==> src/rtl/sgc_pkg.sv <==
// Package sgc_pkg: shared permission and access-kind encodings for the sidecar checker.
// Assumes two-bit codes throughout; kind 3 is reserved and never allowed.
package sgc_pkg;

    typedef enum logic [1:0] {
        PERM_NONE = 2'd0,
        PERM_RD   = 2'd1,
        PERM_RW   = 2'd2,
        PERM_XR   = 2'd3
    } perm_e;

    typedef enum logic [1:0] {
        ACC_LOAD  = 2'd0,
        ACC_STORE = 2'd1,
        ACC_FETCH = 2'd2,
        ACC_RSVD  = 2'd3
    } acc_e;

    // Decide whether a permission code grants an access kind.
    function automatic logic perm_grants(input logic [1:0] perm, input logic [1:0] kind);
        logic ok;
        case (acc_e'(kind))
            ACC_LOAD:  ok = (perm_e'(perm) != PERM_NONE);
            ACC_STORE: ok = (perm_e'(perm) == PERM_RW);
            ACC_FETCH: ok = (perm_e'(perm) == PERM_XR);
            default:   ok = 1'b0;
        endcase
        return ok;
    endfunction

endpackage

==> src/rtl/sgc_addr_unit.sv <==
// Module sgc_addr_unit: forms the effective address from a register value and an immediate.
// Assumes the immediate is already sign-extended to AW bits; the sum wraps modulo 2^AW.
module sgc_addr_unit #(
    parameter int AW = 32
) (
    input  logic [AW-1:0] reg_val,
    input  logic [AW-1:0] imm_val,
    output logic [AW-1:0] eff_addr
);

    // Plain wrapping add, no carry out is kept.
    always_comb begin
        eff_addr = reg_val + imm_val;
    end

endmodule

==> src/rtl/sgc_bank.sv <==
// Module sgc_bank: storage for NSLOT sidecars (valid, start, end, permission) with one read port.
// Assumes clear-all has priority over a register-write invalidate, which has priority over a fill.
// Writes take effect at the clock edge; the read port shows the contents before that edge.
module sgc_bank #(
    parameter int NSLOT = 9,
    parameter int AW    = 32,
    localparam int SW   = $clog2(NSLOT)
) (
    input  logic          clk,
    input  logic          rst_n,
    input  logic [SW-1:0] rd_slot,
    output logic          rd_vld,
    output logic [AW-1:0] rd_lo,
    output logic [AW-1:0] rd_hi,
    output logic [1:0]    rd_perm,
    input  logic          fill_en,
    input  logic [SW-1:0] fill_slot,
    input  logic [AW-1:0] fill_lo,
    input  logic [AW-1:0] fill_hi,
    input  logic [1:0]    fill_perm,
    input  logic          kill_en,
    input  logic [SW-1:0] kill_slot,
    input  logic          clear_all
);

    logic [NSLOT-1:0] vld_a;
    logic [AW-1:0]    lo_a   [NSLOT];
    logic [AW-1:0]    hi_a   [NSLOT];
    logic [1:0]       perm_a [NSLOT];

    for (genvar g = 0; g < NSLOT; g++) begin : g_slot
        logic          v_q;
        logic [AW-1:0] lo_q;
        logic [AW-1:0] hi_q;
        logic [1:0]    p_q;
        logic          fill_hit;
        logic          kill_hit;

        assign fill_hit = fill_en && (fill_slot == SW'(g));
        assign kill_hit = kill_en && (kill_slot == SW'(g));

        // Update one sidecar: clear, invalidate or load in priority order.
        always_ff @(posedge clk) begin
            if (!rst_n) begin
                v_q  <= 1'b0;
                lo_q <= '0;
                hi_q <= '0;
                p_q  <= 2'd0;
            end else if (clear_all || kill_hit) begin
                v_q <= 1'b0;
            end else if (fill_hit) begin
                v_q  <= 1'b1;
                lo_q <= fill_lo;
                hi_q <= fill_hi;
                p_q  <= fill_perm;
            end
        end

        assign vld_a[g]  = v_q;
        assign lo_a[g]   = lo_q;
        assign hi_a[g]   = hi_q;
        assign perm_a[g] = p_q;
    end

    // Select the sidecar addressed by the read port.
    always_comb begin
        rd_vld  = 1'b0;
        rd_lo   = '0;
        rd_hi   = '0;
        rd_perm = 2'd0;
        for (int i = 0; i < NSLOT; i++) begin
            if (rd_slot == SW'(i)) begin
                rd_vld  = vld_a[i];
                rd_lo   = lo_a[i];
                rd_hi   = hi_a[i];
                rd_perm = perm_a[i];
            end
        end
    end

endmodule

==> src/rtl/sgc_judge.sv <==
// Module sgc_judge: decides hit or miss for one address against one sidecar.
// Assumes an unsigned range with an inclusive start and an exclusive end; an empty sidecar always misses.
module sgc_judge #(
    parameter int AW = 32
) (
    input  logic          sc_vld,
    input  logic [AW-1:0] sc_lo,
    input  logic [AW-1:0] sc_hi,
    input  logic [1:0]    sc_perm,
    input  logic [AW-1:0] addr,
    input  logic [1:0]    kind,
    output logic          allow
);
    import sgc_pkg::*;

    logic in_range;
    logic grants;

    // Range compare and permission decode, combined into the hit decision.
    always_comb begin
        in_range = (addr >= sc_lo) && (addr < sc_hi);
        grants   = perm_grants(sc_perm, kind);
        allow    = sc_vld && in_range && grants;
    end

endmodule

==> src/rtl/sidecar_guard.sv <==
// Module sidecar_guard: per-register sidecar permission check with a one-cycle result.
// Slots 0..NREG-1 belong to the general registers and slot NREG to the program counter.
// Assumes req_reg and wr_reg are below NREG. A miss is forwarded by the caller to the
// lookaside buffer, whose answer comes back on the fill port.
module sidecar_guard #(
    parameter int NREG = 8,
    parameter int AW   = 32,
    localparam int RW    = $clog2(NREG),
    localparam int NSLOT = NREG + 1,
    localparam int SW    = $clog2(NSLOT)
) (
    input  logic          clk,
    input  logic          rst_n,
    input  logic          req_valid,
    input  logic [1:0]    req_kind,
    input  logic [RW-1:0] req_reg,
    input  logic [AW-1:0] req_base,
    input  logic [AW-1:0] req_imm,
    input  logic          fill_valid,
    input  logic [SW-1:0] fill_slot,
    input  logic [AW-1:0] fill_lo,
    input  logic [AW-1:0] fill_hi,
    input  logic [1:0]    fill_perm,
    input  logic          wr_valid,
    input  logic [RW-1:0] wr_reg,
    input  logic          flush_all,
    output logic          out_valid,
    output logic          out_allow,
    output logic          out_miss,
    output logic [AW-1:0] out_addr,
    output logic [1:0]    out_kind,
    output logic [SW-1:0] out_slot
);
    import sgc_pkg::*;

    logic [AW-1:0] eff_addr;
    logic [SW-1:0] sel_slot;
    logic [SW-1:0] kill_slot;
    logic          sc_vld;
    logic [AW-1:0] sc_lo;
    logic [AW-1:0] sc_hi;
    logic [1:0]    sc_perm;
    logic          hit;

    // Fetches use the program counter slot; other kinds use the source register's slot.
    always_comb begin
        if (acc_e'(req_kind) == ACC_FETCH) sel_slot = SW'(NREG);
        else                              sel_slot = SW'(req_reg);
        kill_slot = SW'(wr_reg);
    end

    sgc_addr_unit #(.AW(AW)) i_addr (
        .reg_val  (req_base),
        .imm_val  (req_imm),
        .eff_addr (eff_addr)
    );

    sgc_bank #(.NSLOT(NSLOT), .AW(AW)) i_bank (
        .clk       (clk),
        .rst_n     (rst_n),
        .rd_slot   (sel_slot),
        .rd_vld    (sc_vld),
        .rd_lo     (sc_lo),
        .rd_hi     (sc_hi),
        .rd_perm   (sc_perm),
        .fill_en   (fill_valid),
        .fill_slot (fill_slot),
        .fill_lo   (fill_lo),
        .fill_hi   (fill_hi),
        .fill_perm (fill_perm),
        .kill_en   (wr_valid),
        .kill_slot (kill_slot),
        .clear_all (flush_all)
    );

    sgc_judge #(.AW(AW)) i_judge (
        .sc_vld  (sc_vld),
        .sc_lo   (sc_lo),
        .sc_hi   (sc_hi),
        .sc_perm (sc_perm),
        .addr    (eff_addr),
        .kind    (req_kind),
        .allow   (hit)
    );

    // Register the decision together with the address, kind and slot for forwarding.
    always_ff @(posedge clk) begin
        if (!rst_n) begin
            out_valid <= 1'b0;
            out_allow <= 1'b0;
            out_miss  <= 1'b0;
            out_addr  <= '0;
            out_kind  <= 2'd0;
            out_slot  <= '0;
        end else begin
            out_valid <= req_valid;
            out_allow <= req_valid && hit;
            out_miss  <= req_valid && !hit;
            if (req_valid) begin
                out_addr <= eff_addr;
                out_kind <= req_kind;
                out_slot <= sel_slot;
            end
        end
    end

endmodule

==> config.mk <==
export PLATFORM = sky130hd
export DESIGN_NAME = sidecar_guard
export DESIGN_NICKNAME = d
export VERILOG_FILES = /design/src/rtl/sgc_pkg.sv /design/src/rtl/sgc_addr_unit.sv /design/src/rtl/sgc_bank.sv /design/src/rtl/sgc_judge.sv /design/src/rtl/sidecar_guard.sv
export SDC_FILE = /design/constraint.sdc
export NUM_CORES = 2
export LEC_CHECK = 0
export ABC_AREA = 1
export BUFFER_PORTS_ARGS = -buffer_cell sky130_fd_sc_hd__buf_2
export CAP_MARGIN = 20
export CORE_MARGIN = 5
export CORE_UTILIZATION = 61
export CTS_CLUSTER_DIAMETER = 30
export CTS_CLUSTER_SIZE = 8
export DETAILED_ROUTE_END_ITERATION = 10
export PLACE_DENSITY = 0.86
export SYNTH_ARGS = -nofsm -noshare
export SYNTH_HDL_FRONTEND = slang
export SYNTH_SLANG_ARGS = --single-unit
==> constraint.sdc <==
create_clock -name clk -period 5 [get_ports clk]
set_input_delay 0.75 -clock clk [delete_from_list [all_inputs] [get_ports clk]]
set_output_delay 0.75 -clock clk [all_outputs]
set_load 0.03 [all_outputs]
==> results.toml <==
[worst_setup_path]
critPathLaunch = "req_kind[0]"
path_class = "in2reg"
start_kind = "primary input"
crit_required_ps = 5530
cp.arrival_ps = 4760
end_kind = "flop"
path_common_cell = "a21oi_1"
path_cells = "buf_2 > inv_1 > ha_2 > inv_2 > o21ai_1 > nand2_1 > inv_2 > buf_4 > a21oi_1 > o2111ai_1 > o21ai_0 > nand3_1 > a211oi_1 > ha_1 > a21oi_1 > o21ai_0 > nand3_1 > a21oi_1 > a211oi_1 > o211ai_1 > nor2_1 > nand2_1 > nor2_1 > a21oi_1"
cp_max_fo = 20
critical-path-slowest-cell = "buf_4"
critPathMaxStageDelay_ps = 420
r2r_start = "i_bank.g_slot[0].lo_q[26]"

[hold_path]
min_from = "req_kind[1]"
hp-class = "in2reg"

[clocking]
numCtsBuffers = 118
cts.clk_slew.worst_paths_ps = 50
cts_tree = "built"
insertion_delay_ps = 670
hold_buffers = 0
cts_buffer_depth = 3
cts_sinks = 644
root_buffer = "clkbuf_16"
cts_resized = 0
post-cts-setup-buffer-count = 0
htreeDepth = 3

[power_and_ir_drop]
leakage_uw = 0.0146
pwr-share-comb_pct = 11.4
seqPwrFrac_pct = 35.4
peakVddDrop_mv = 0.325
power_density_nw_per_um2 = 430
switchingPower_uw = 3930
p_sw_share_pct = 26.3
p_int_uw = 11000
power_uw = 14900
clock_power_share_pct = 53.2

[place]
place_congestion = 0.993
pre_cts_slack_ps = 328
port_buffers = 188
dp_hpwl_um = 60700
placedCellCount = 4734

[die]
die_area_um2 = 52900
initial_core_util_pct = 61.7
die_w_um = 230
core_area_um2 = 47800
row_count = 80
die_y_um = 230
num_io_pins = 189

[yosys]
syn-instance-count = 4197
yosysUniqueCellTypes = 51
yosysWarningCount = 0
yosysSeqAreaShare_pct = 43.6
syn_area_um2 = 29500
syn-num-nets = 4443
avgSynthCellArea_um2 = 7.04
ys_seq_elements = 644

[timing]
timing.fmax_mhz = 236
finalSetupTns_ps = 0
setup_viol = 0
finalCritPeriodShare_pct = 84.6
final.setup_skew_ps = 41.7
max_slew_margin_pct = 22.8
holdWs_ps = 423
finalHoldViolations = 0
worst_slew_pin_slew_ps = 1160
grt_setup_unrepaired = "no"
fin_crit_ps = 4230
report.final.slew_viol_count = 0
fin_ws_ps = 771

[status]
status = "finished clean"

[global_routing]
grt_start_max_net_pins = 198
grt_antenna_before_repair = 12
grt_overflow = 0
grt_pass1_vias = 29200
grt_util_all_layers_pct = 38.0
grt_pass1_wl_um = 162000

[final_layout]
area_growth_pct = 17.5
multi_input_area_um2 = 14700
final_common_cell = "nor2_1"
fin_nets = 4486
drive_gt1_share_pct = 12.0
nFillCells = 3476
instances_no_fill = 4954
seq_area_um2 = 12900
layout_common_cells = "nor2_1, o21ai_0, dfxtp_1"

[job]
cap_violations = 0

[drt]
drc = 0
vias_per_cell = 6.23
dr_total_vias = 30800
drt-total-wl_um = 105000
wl_per_cell_um = 21.3
ant_nets = 0
drt-pass1-iter-count = 6
drt_iter0_markers = 4377
stage by stage:
| step | util, % | area, um2 |
|---|---|---|
| 2_1_floorplan | - | 29500 |
| 3_3_place_gp | 64.1 | 30700 |
| 3_5_place_dp | 64.1 | 30700 |
| 4_1_cts | 72.5 | 34700 |
| 5_1_grt | 72.5 | 34700 |
| 6_report | 72.6 | 34700 |
Yosys cell counts (all sizes together):
library cell	count	area [um2]
nor2	1298	4890
o21ai	727	3650
dfxtp	644	12900
nand2	379	1430
clkbuf	240	901
a21oi	218	1130
inv	183	687
buf	104	439
ha	97	1210
nand3	73	370
o2111ai	53	464
a211oi	52	390
a221oi	21	196
xor2	21	184
nand4	15	93.8
nor3	12	75.1
a2111oi	9	135
o211ai	9	67.6
xnor2	8	70.1
clkinv	4	15.0
o21a	4	30.0
o21bai	4	33.8
o221ai	4	35.0
a21o	3	22.5
a31oi	3	18.8
nor4	2	12.5
a21boi	1	11.3
a221o	1	10.0
a31o	1	8.76
and2	1	6.26
and3	1	6.26
fa	1	20.0
nand3b	1	7.51
o221a	1	11.3
o22ai	1	6.26
o31ai	1	7.51
path summary, 6_finish.rpt:
path                            cells after the start                        end  slack (ps)
worst max-delay path                               24                   out_miss         770
worst min-delay path                                3                out_kind[1]         420
worst max register to register                     14                   out_miss        1700
worst min register to register                      2  i_bank.g_slot[7].lo_q[30]         450
kinds of logic after synthesis:
logic type	Yosys count	share of synthesized area (%)
simple gates	1782	23.3
compound gates	1113	21.1
flops	644	43.6
buf+inv	531	6.91
fa+ha+maj	98	4.18
xor+xnor	29	0.860
layer usage:
metal | global-route usage [%] | up-vias | routed length, um
li1 | - | 13900 | -
met1 | 49.8 | 14000 | 39400
met2 | 57.5 | 2408 | 44500
met4 | 20.2 | 10 | 5880
met5 | 0 | - | 68
met3 | 10.5 | 517 | 15400
worst max-delay path, delay by kind of cell:
kind | cells | cell delay (ps)
compound gates | 11 | 1640
fa+ha+maj | 2 | 680
buf+inv | 5 | 1050
simple gates | 6 | 620
sequential cells by signal, indices dropped and copies added (netlist names):
register,count
out_miss,1
out_allow,1
out_slot,4
i_bank.g_slot.lo_q,288
out_addr,32
i_bank.g_slot.p_q,18
i_bank.g_slot.v_q,9
out_kind,2
i_bank.g_slot.hi_q,288
out_valid,1
power groups by stage:
stage | Combinational [uW] | Clock, uW | Sequential [uW]
2_1_floorplan | 941 | 0 | 5430
3_5_place_dp | 1600 | 0 | 5380
4_1_cts | 1630 | 7930 | 5280
6_report | 1710 | 7950 | 5290
3_3_place_gp | 1570 | 0 | 5380
5_1_grt | 1820 | 8210 | 5290
final cells by class:
cell class	count	share of cell area [%]
diodes	8	0.0577
clock buffers	160	9.48
clock inverters	51	2.03
inverters	187	2.02
multi-input cells	3022	42.3
flip-flops and latches	644	37.1
well taps	615	2.22
repair buffers	267	4.81
No activity file was read; power rests on OpenSTA's default activity.
